`src/rtl/uart_rx_pkg.sv`:
```
// Shared types for the UART receive path.
// Assumes: nothing beyond IEEE 1800-2017.
package uart_rx_pkg;

    // Receive framer states
    typedef enum logic [2:0] {
        RX_OFF,
        RX_HUNT,
        RX_START,
        RX_DATA,
        RX_STOP
    } rx_state_e;

endpackage

```
`src/rtl/uart_rx_sync.sv`:
```
// Two-flop synchronizer for the asynchronous serial input.
// Assumes: the line idles high, so both flops reset to 1.
module uart_rx_sync (
    input  logic clk,
    input  logic rst_n,
    input  logic din,
    output logic dout
);
    logic meta;

    // Retime the raw line through two flops
    always_ff @(posedge clk) begin
        if (!rst_n) begin
            meta <= 1'b1;
            dout <= 1'b1;
        end else begin
            meta <= din;
            dout <= meta;
        end
    end
endmodule

```
`src/rtl/uart_rx_framer.sv`:
```
// Bit engine: hunts for a falling edge, confirms the start bit at half a bit,
// shifts in DATA_W bits LSB first at bit centres and checks the stop bit.
// Emits a one-cycle byte_valid only for frames with a high stop bit.
// Assumes: baud_div >= 4, and rxd_s is already synchronized.
module uart_rx_framer
    import uart_rx_pkg::*;
#(
    parameter int DATA_W = 8,
    parameter int DIV_W  = 16
) (
    input  logic              clk,
    input  logic              rst_n,
    input  logic              start_rx,
    input  logic              stop_rx,
    input  logic              rxd_s,
    input  logic [DIV_W-1:0]  baud_div,
    output logic              byte_valid,
    output logic [DATA_W-1:0] byte_data,
    output logic              enabled
);
    localparam int IDX_W = (DATA_W > 1) ? $clog2(DATA_W) : 1;
    localparam logic [IDX_W-1:0] LAST_IDX = IDX_W'(DATA_W - 1);
    localparam logic [DIV_W-1:0] ONE = DIV_W'(1);

    rx_state_e         state;
    logic [DIV_W-1:0]  cnt;
    logic [IDX_W-1:0]  bit_idx;
    logic [DATA_W-1:0] shreg;
    logic              stop_req;
    logic              rxd_prev;
    logic [DIV_W-1:0]  half_m1;
    logic [DIV_W-1:0]  full_m1;
    logic              halt;

    assign half_m1   = (baud_div >> 1) - ONE;
    assign full_m1   = baud_div - ONE;
    assign halt      = stop_req | stop_rx;
    assign enabled   = (state != RX_OFF);
    assign byte_data = shreg;

    // Remember the previous line level for falling-edge detection
    always_ff @(posedge clk) begin
        if (!rst_n) rxd_prev <= 1'b1;
        else        rxd_prev <= rxd_s;
    end

    // Frame state machine with bit timing, shifting and stop request handling
    always_ff @(posedge clk) begin
        if (!rst_n) begin
            state      <= RX_OFF;
            cnt        <= '0;
            bit_idx    <= '0;
            shreg      <= '0;
            stop_req   <= 1'b0;
            byte_valid <= 1'b0;
        end else begin
            byte_valid <= 1'b0;
            if (start_rx)     stop_req <= 1'b0;
            else if (stop_rx) stop_req <= 1'b1;
            case (state)
                RX_OFF: begin
                    if (start_rx) state <= RX_HUNT;
                end
                RX_HUNT: begin
                    if (halt && !start_rx) begin
                        state    <= RX_OFF;
                        stop_req <= 1'b0;
                    end else if (rxd_prev && !rxd_s) begin
                        state <= RX_START;
                        cnt   <= '0;
                    end
                end
                RX_START: begin
                    if (cnt == half_m1) begin
                        cnt     <= '0;
                        bit_idx <= '0;
                        if (!rxd_s) state <= RX_DATA;
                        else        state <= RX_HUNT;
                    end else begin
                        cnt <= cnt + ONE;
                    end
                end
                RX_DATA: begin
                    if (cnt == full_m1) begin
                        cnt   <= '0;
                        shreg <= {rxd_s, shreg[DATA_W-1:1]};
                        if (bit_idx == LAST_IDX) state <= RX_STOP;
                        else bit_idx <= bit_idx + 1'b1;
                    end else begin
                        cnt <= cnt + ONE;
                    end
                end
                RX_STOP: begin
                    if (cnt == full_m1) begin
                        cnt        <= '0;
                        byte_valid <= rxd_s;
                        if (halt && !start_rx) begin
                            state    <= RX_OFF;
                            stop_req <= 1'b0;
                        end else begin
                            state <= RX_HUNT;
                        end
                    end else begin
                        cnt <= cnt + ONE;
                    end
                end
                default: state <= RX_OFF;
            endcase
        end
    end
endmodule

```
`src/rtl/uart_rx_fifo_buf.sv`:
```
// Pending-byte queue of DEPTH entries (DEPTH need not be a power of two).
// A push while full with no pop rewrites the newest entry and flags ovf_evt.
// Assumes: the caller never pops an empty queue (such pops are ignored).
module uart_rx_fifo_buf #(
    parameter int WIDTH = 8,
    parameter int DEPTH = 6,
    parameter int CNT_W = $clog2(DEPTH + 1)
) (
    input  logic             clk,
    input  logic             rst_n,
    input  logic             push,
    input  logic [WIDTH-1:0] wdata,
    input  logic             pop,
    output logic [WIDTH-1:0] rdata,
    output logic [CNT_W-1:0] count,
    output logic             ovf_evt
);
    localparam int PTR_W = (DEPTH > 1) ? $clog2(DEPTH) : 1;
    localparam logic [PTR_W-1:0] LAST = PTR_W'(DEPTH - 1);
    localparam logic [CNT_W-1:0] FULL = CNT_W'(DEPTH);

    logic [WIDTH-1:0] slot [DEPTH];
    logic [PTR_W-1:0] wr_ptr, rd_ptr, newest, wr_idx;
    logic             full, pop_ok, push_ok, wr_en;

    function automatic logic [PTR_W-1:0] step(input logic [PTR_W-1:0] p);
        return (p == LAST) ? '0 : p + 1'b1;
    endfunction

    assign full    = (count == FULL);
    assign pop_ok  = pop && (count != '0);
    assign push_ok = push && (!full || pop_ok);
    assign ovf_evt = push && full && !pop_ok;
    assign wr_en   = push_ok || ovf_evt;
    assign newest  = (wr_ptr == '0) ? LAST : wr_ptr - 1'b1;
    assign wr_idx  = ovf_evt ? newest : wr_ptr;
    assign rdata   = slot[rd_ptr];

    // Write the incoming byte into its slot
    always_ff @(posedge clk) begin
        if (!rst_n) begin
            for (int i = 0; i < DEPTH; i++) slot[i] <= '0;
        end else if (wr_en) begin
            slot[wr_idx] <= wdata;
        end
    end

    // Advance pointers and track occupancy
    always_ff @(posedge clk) begin
        if (!rst_n) begin
            wr_ptr <= '0;
            rd_ptr <= '0;
            count  <= '0;
        end else begin
            if (push_ok) wr_ptr <= step(wr_ptr);
            if (pop_ok)  rd_ptr <= step(rd_ptr);
            count <= count + CNT_W'(push_ok) - CNT_W'(pop_ok);
        end
    end
endmodule

```
`src/rtl/uart_rx_core.sv`:
```
// UART receiver top: synchronizer, framer, pending queue and the visible
// data register with move-on-read and a one-cycle ready event.
// rts_n is dropped (driven 1) when free queue slots fall to RTS_FREE.
// Assumes: baud_div >= 4; RTS_FREE < DEPTH.
module uart_rx_core #(
    parameter int DATA_W   = 8,
    parameter int DIV_W    = 16,
    parameter int DEPTH    = 6,
    parameter int RTS_FREE = 4
) (
    input  logic              clk,
    input  logic              rst_n,
    input  logic              start_rx,
    input  logic              stop_rx,
    input  logic              rxd,
    input  logic              rd_strobe,
    input  logic              flow_en,
    input  logic [DIV_W-1:0]  baud_div,
    output logic [DATA_W-1:0] rx_data,
    output logic              rx_ready,
    output logic              rts_n,
    output logic              overflow
);
    localparam int CNT_W = $clog2(DEPTH + 1);
    localparam logic [CNT_W-1:0] RTS_LEVEL = CNT_W'(DEPTH - RTS_FREE);

    logic              rxd_s;
    logic              rx_push;
    logic [DATA_W-1:0] rx_byte;
    logic              rx_enabled;
    logic              pop;
    logic [DATA_W-1:0] head;
    logic [CNT_W-1:0]  fifo_cnt;
    logic              ovf_evt;
    logic              held;

    uart_rx_sync u_sync (
        .clk   (clk),
        .rst_n (rst_n),
        .din   (rxd),
        .dout  (rxd_s)
    );

    uart_rx_framer #(.DATA_W(DATA_W), .DIV_W(DIV_W)) u_framer (
        .clk        (clk),
        .rst_n      (rst_n),
        .start_rx   (start_rx),
        .stop_rx    (stop_rx),
        .rxd_s      (rxd_s),
        .baud_div   (baud_div),
        .byte_valid (rx_push),
        .byte_data  (rx_byte),
        .enabled    (rx_enabled)
    );

    uart_rx_fifo_buf #(.WIDTH(DATA_W), .DEPTH(DEPTH), .CNT_W(CNT_W)) u_fifo (
        .clk     (clk),
        .rst_n   (rst_n),
        .push    (rx_push),
        .wdata   (rx_byte),
        .pop     (pop),
        .rdata   (head),
        .count   (fifo_cnt),
        .ovf_evt (ovf_evt)
    );

    assign pop   = (fifo_cnt != '0) && (!held || rd_strobe);
    assign rts_n = flow_en && (fifo_cnt >= RTS_LEVEL);

    // Load the data register from the queue head and raise the ready event
    always_ff @(posedge clk) begin
        if (!rst_n) begin
            rx_data  <= '0;
            rx_ready <= 1'b0;
            held     <= 1'b0;
        end else begin
            rx_ready <= pop;
            if (pop) begin
                rx_data <= head;
                held    <= 1'b1;
            end else if (rd_strobe) begin
                held <= 1'b0;
            end
        end
    end

    // Sticky overwrite flag, cleared only by reset
    always_ff @(posedge clk) begin
        if (!rst_n)       overflow <= 1'b0;
        else if (ovf_evt) overflow <= 1'b1;
    end
endmodule

```
`config.mk`:
```
export PLATFORM = sky130hd
export DESIGN_NAME = uart_rx_core
export DESIGN_NICKNAME = d
export VERILOG_FILES = /design/src/rtl/uart_rx_pkg.sv /design/src/rtl/uart_rx_sync.sv /design/src/rtl/uart_rx_framer.sv /design/src/rtl/uart_rx_fifo_buf.sv /design/src/rtl/uart_rx_core.sv
export SDC_FILE = /design/constraint.sdc
export NUM_CORES = 1
export LEC_CHECK = 0
export CORE_ASPECT_RATIO = 2
export CORE_UTILIZATION = 40
export DETAILED_ROUTE_END_ITERATION = 6
export PLACE_DENSITY = 0.59
export SETUP_SLACK_MARGIN = 0.3
export SKIP_CTS_REPAIR_TIMING = 1
export SYNTH_ARGS = -nofsm -noshare
export SYNTH_HDL_FRONTEND = slang
export SYNTH_SLANG_ARGS = --single-unit
```
`constraint.sdc`:
```
create_clock -name clk -period 4.5 [get_ports clk]
set_input_delay 0.9 -clock clk [delete_from_list [all_inputs] [get_ports clk]]
set_output_delay 0.9 -clock clk [all_outputs]
set_load 0.01 [all_outputs]
```
### Word level (Yosys, flattened, before mapping)

Memory sizes are Yosys's and may differ from the RTL's. A register that Yosys moved wholly into a read port is not among the register bits.
Cells that the tools add are included.

* memories: 1
* logic and storage cells: 113
* input bits: 23
* bits in writable memories: 48
* output and inout bits: 11
* register bits: 47

* muxes and demuxes: 37
* bitwise logic cells: 1
* add/subtract/negate cells: 9
* magnitude comparators: 1
* equality and inequality tests: 19
* reductions and logical operators: 30

Memory list
* u_fifo.slot: words 6, bits a word 8, rd ports 1, clocked after Yosys merged registers in 1, write ports 6, line uart_rx_fifo_buf.sv:22 `logic [WIDTH-1:0] slot [DEPTH];`

Operators by type and width (number)
* 16-bit 2-to-1 mux: 4
* 16-bit case mux with 3 select lines: 1
* 3-bit 2-to-1 mux: 15
* 16-bit == test: 2
* 16-bit by 1-bit adder with 16-bit output (second input constant): 1
* 15-bit by 1-bit subtractor with 16-bit output (second input constant): 1
* 16-bit by 1-bit subtractor with 16-bit output (second input constant): 1
* 3-bit == test (second input constant): 5
* 3-bit case mux with 5 select lines: 1
* 1-bit 2-to-1 mux: 12
* 2-bit by 1-bit inequality test with 1-bit output (second input constant): 5
* 3-bit by 1-bit adder with 3-bit output (second input constant): 3
* 1-bit logical AND: 8
* 8-bit 2-to-1 mux: 1
* 8-bit OR reduction: 1
* 3-bit by 2-bit == test with 1-bit output (second input constant): 2
* 1-bit logical NOT: 6
* 3-bit logical NOT: 2
* 2-bit inequality test (second input constant): 3
* 3-bit case mux with 2 select lines: 1
* 3-bit AND reduction: 2
* 6-bit AND reduction: 1
* 3-bit nonzero test: 2
* 4-bit AND reduction: 1
* 13 further kinds: 16

### Depth between registers and ports, before layout

* depth in word-level cells: 12
* gate-level depth with buffers: 12
* mapped depth without buffers: 10

### By module

Synthesis repeated with hierarchy kept, for this count alone.

* cells, all modules: 689
* area total of the unflattened synthesis: 7004.2 µm²

Modules (own cells, without submodules)
* uart_rx_fifo_buf: area each 3504.6 µm², cells each 250, instances 1, sequential area each 2162.1 µm²
* uart_rx_framer: area each 3012.9 µm², cells each 389, instances 1, sequential area each 660.6 µm²
* uart_rx_core: area each 434.2 µm², cells each 46, instances 1, sequential area each 220.2 µm²
* uart_rx_sync: area each 52.6 µm², cells each 4, instances 1, sequential area each 40.0 µm²

### Worst setup path before layout

OpenSTA, ideal clock, no wires.

* path type: input port to flip-flop
* start: input port baud_div[2]
* end: register u_framer.cnt[10]
* data arrival time: 3324 ps
* setup slack: 1056 ps
* required time: 4380 ps
* path buffers: 2
* setup time: 120 ps
* stages: 12
* cell sequence: clkbuf_1 inv_1 ha_1 nor3b_1 o211ai_1 and4bb_1 nand4_1 nor4_2 nor3_2 or2_1 buf_6 a211o_1

* longest elaborated chain between the ends: 4

Ends and longest elaborated chain
* start: declaration: line uart_rx_core.sv:18 `input logic [DIV_W-1:0] baud_div,`
* 16-bit by 1-bit subtractor with 16-bit output or 15-bit by 1-bit subtractor with 16-bit output (tied branches): line uart_rx_framer.sv:36, uart_rx_framer.sv:35
* 16-bit == test, on equally long branches: line uart_rx_framer.sv:84, uart_rx_framer.sv:94, uart_rx_framer.sv:74
* 16-bit 2-to-1 mux, on equally long branches: line uart_rx_framer.sv:84, uart_rx_framer.sv:94, uart_rx_framer.sv:74
* 16-bit case mux with 3 select lines *: line uart_rx_framer.sv:60 `case (state)`
* end signal: assignment: line uart_rx_framer.sv:80 `cnt <= cnt + ONE;`
* end signal: assignment: line uart_rx_framer.sv:90 `cnt <= cnt + ONE;`
* end signal: assignment: line uart_rx_framer.sv:104 `cnt <= cnt + ONE;`
* end: declaration: line uart_rx_framer.sv:26 `logic [DIV_W-1:0] cnt;`

Every way passes the cells marked *; elsewhere a longest branch is shown, timed or not.
A chain may end at the register's enable or synchronous reset.

### Worst setup path in the final report

* start: input port baud_div[7]
* end: register u_framer.cnt[7]

The elaborated chain is that of the path after synthesis.

==> results.cfg <==
[hold_path]
min_from = u_sync.meta
hp-class = reg -> reg
min_to = u_sync.dout
min_path_cells = 1

[setup_path]
critical_path_class = in -> reg
r2r-start = u_framer.cnt[11]
crit_path_cell_trace = clkdlybuf4s50_1 -> or4_4 -> o31a_1 -> o32a_1 -> o21ai_2 -> and3_1 -> nor2_1 -> or2_1 -> a311o_1
critPathBufInv = 1
critPathTopFamily = simple AND/OR/NAND/NOR gates
slowest_stage = clkdlybuf4s50_1
cp-end-kind = register
r2r_slack_ps = 1290
r2r_cells = 8
worstReg2RegEnd = u_framer.cnt[7]
worstPathRequired_ps = 4800
crit_path_max_fanout = 11
crit_path_max_incr_delay_ps = 650
cp-start-kind = input pin
crit_arrival_ps = 4180
worstSetupStartpoint = baud_div[7]

[synth]
yosys_warnings = 0
yosys_most_used_dff = edfxtp_1
syn_area_um2 = 6550
syn_inst = 656
async_flop_share_pct = 0
ys_ff_latch = 119
synth_cell_type_count = 75
postSynthAreaPerCell_um2 = 9.98
seq_area_frac_synth_pct = 46.2
synth-edff-count = 64
synth_nets = 689

[cts]
clk_pin_slew_ps = 60
numCtsBuffers = 17
cts_tree = done
cts_buffer_depth = 2
cts_root_buf = clkbuf_16
ctsHtreeMaxLevel = 4
clock_sinks = 119
clk_latency_ps = 410

[global_route]
grtUsageTotal_pct = 21.3
antenna_found_initial = 0
grt_max_degree = 60
grt_pass1_wl_um = 27200
grt_pass1_vias = 5361
gr-total-overflow = 0

[detailed_routing]
drt-total-wl_um = 16700
drt_first_iter_violations = 202
drtAntennaViolNets = 0
post-route-drc-count = 0
first_pass_iters = 4
via_per_inst = 5.59
routedWlPerCell_um = 18.5
vias = 5050

[power]
power_density_nw_per_um2 = 413
vdd_drop_max_v = 0.000261
total_power_mw = 3.19
p_leak_nw = 2.81

[placement]
place_congestion = 0.995
placed_cells = 869
port_buffers = 33
dp_hpwl_um = 12900

[finish]
fin_nets = 723
fillerInstances = 1490
fin_util_pct = 48.7
antennaDiodeCount = 0
syn_to_final_growth_pct = 18.0
drive_gt1_share_pct = 13.8
final_cells = 904

[sta]
setup_viol = 0
hold_viol_final = 0
slew_violations = 0
fin_skew_ps = 10.6
min_period_ps = 3880
tightestPinTransition_ps = 884
grt_setup_unrepaired = false
clock.fmax_mhz = 258
fin_tns_setup_ps = 0
holdWs_ps = 413
relSlewSlack_pct = 41.0
fin_crit_sh_pct = 86.1

[floorplan]
chipWidth_um = 92.5
num_rows = 65
initial_utilization_pct = 41.3
io-pin-count = 34
fp.dieArea_um2 = 16900
core_area_um2 = 15900
die_y_um = 183

[flow_run]
maxCapViolCount = 0

[outcome]
status = finished clean
kinds of logic (layout without fill, tap and decap cells):
kind of cell | count (synthesis) | after routing | synth area share [%]
adders and majority gates | 10 | 10 | 2.03
DFF | 119 | 119 | 46.2
buffers and inverters | 68 | 115 | 4.26
xor gates and xnor gates | 43 | 43 | 5.75
AOI/OAI and AO/OA | 97 | 97 | 11.0
muxes | 36 | 36 | 8.56
and+or+nand+nor | 283 | 283 | 22.2
Yosys cell counts (2+ instances only):
library cell / instances / area, um2
o2111ai_1: 3 / 26.3
and2_1: 9 / 56.3
a211oi_1: 4 / 30.0
o22ai_1: 2 / 12.5
a21oi_1: 11 / 55.1
o21ai_1: 3 / 15.0
nor3b_1: 4 / 30.0
o21ai_0: 18 / 90.1
nand2_1: 64 / 240
xor2_1: 22 / 193
o21a_1: 2 / 15.0
nand3b_1: 2 / 15.0
o31ai_1: 2 / 15.0
o21bai_1: 2 / 15.0
a22o_1: 3 / 26.3
nand3_1: 20 / 100
o211ai_1: 3 / 22.5
xnor2_1: 21 / 184
a31oi_1: 5 / 31.3
or4_4: 2 / 22.5
nor2b_1: 21 / 131
mux2i_1: 20 / 200
nand2b_1: 7 / 43.8
nor4b_1: 2 / 17.5
mux4_2: 16 / 360
a22oi_1: 2 / 15.0
and3_1: 13 / 81.3
nor2_1: 81 / 304
ha_1: 9 / 113
nor3_1: 13 / 65.1
inv_1: 26 / 97.6
a211o_1: 7 / 61.3
nor4_1: 11 / 68.8
edfxtp_1: 64 / 1920
nor4_2: 4 / 50.1
o211a_1: 10 / 100
buf_2: 7 / 35.0
and4_1: 2 / 17.5
nand4_1: 10 / 62.6
or2_2: 7 / 43.8
dfxtp_1: 55 / 1100
a31o_2: 2 / 17.5
buf_6: 2 / 22.5
clkbuf_1: 32 / 120
cell type report:
| type | count | area [um2] | share of cell area (%) |
|---|---|---|---|
| multi-input combinational | 469 | 3280 | 42.5 |
| sequential | 119 | 3020 | 39.1 |
| timing repair buffer | 57 | 505 | 6.54 |
| clock buffer | 17 | 425 | 5.51 |
| tap | 201 | 251 | 3.26 |
| clock inverter | 15 | 143 | 1.85 |
| inverter | 26 | 97.6 | 1.26 |
sequential cells by signal (all words and copies together) (netlist names):
register and count:
u_framer.byte_data 8, rx_data 8, u_fifo.slot 64, u_fifo.count 3, held 1, u_sync.meta 1
u_framer.cnt 16, u_framer.bit_idx 3, u_sync.dout 1, u_fifo.wr_ptr 3, u_framer.byte_valid 1, rx_ready 1
u_fifo.rd_ptr 3, u_framer.state 3, u_framer.rxd_prev 1, overflow 1, u_framer.stop_req 1
worst max path at each step:
stage | end | slack, ps | cells past startpoint
global route | u_framer.cnt[7] | 350 | 11
CTS | u_framer.cnt[7] | 380 | 11
floorplan | u_framer.cnt[10] | 1060 | 12
global placement | u_framer.cnt[7] | 140 | 11
finish | u_framer.cnt[7] | 620 | 9
detailed placement | u_framer.cnt[7] | -60 | 11
through the flow:
stage / worst slack [ps] / area (um2)
global placement: 143 / 7100
finish: 624 / 7730
global route: 346 / 7730
CTS: 378 / 7670
detailed placement: -60.4 / 7100
floorplan: 1060 / 6550
cells in the final DEF, fill, tap and decap left out, drive strengths merged, types with 20 or more instances in the layout:
| master | instances |
|---|---|
| dfxtp | 55 |
| nor2 | 82 |
| nor2b | 21 |
| nand2 | 64 |
| mux2i | 20 |
| nand3 | 20 |
| xor2 | 22 |
| inv | 32 |
| clkdlybuf4s50 | 32 |
| edfxtp | 64 |
| o21ai | 22 |
| buf | 25 |
| xnor2 | 21 |
where the power goes:
group	switching [mW]	internal (mW)	leakage [nW]
Combinational	0.279	0.317	1.52
Sequential	0.0790	1.23	1.01
Clock	0.522	0.770	0.275
routing by layer:
| metal | global-route usage (%) | wire length, um |
|---|---|---|
| met5 | 0 | 0 |
| met4 | 15.1 | 1070 |
| met2 | 42.2 | 9870 |
| met3 | 3.90 | 382 |
| met1 | 18.1 | 5370 |
worst register-to-register path, stage by stage (launching register included):
cell      delay [ps]
dfxtp_1          580
or4b_1           500
o21ai_1          230
and4bb_1         230
nand4_1          140
nor4_4           460
nor3_4           170
or2_1            400
a311o_1          380
(Power assumes the default switching activity.)
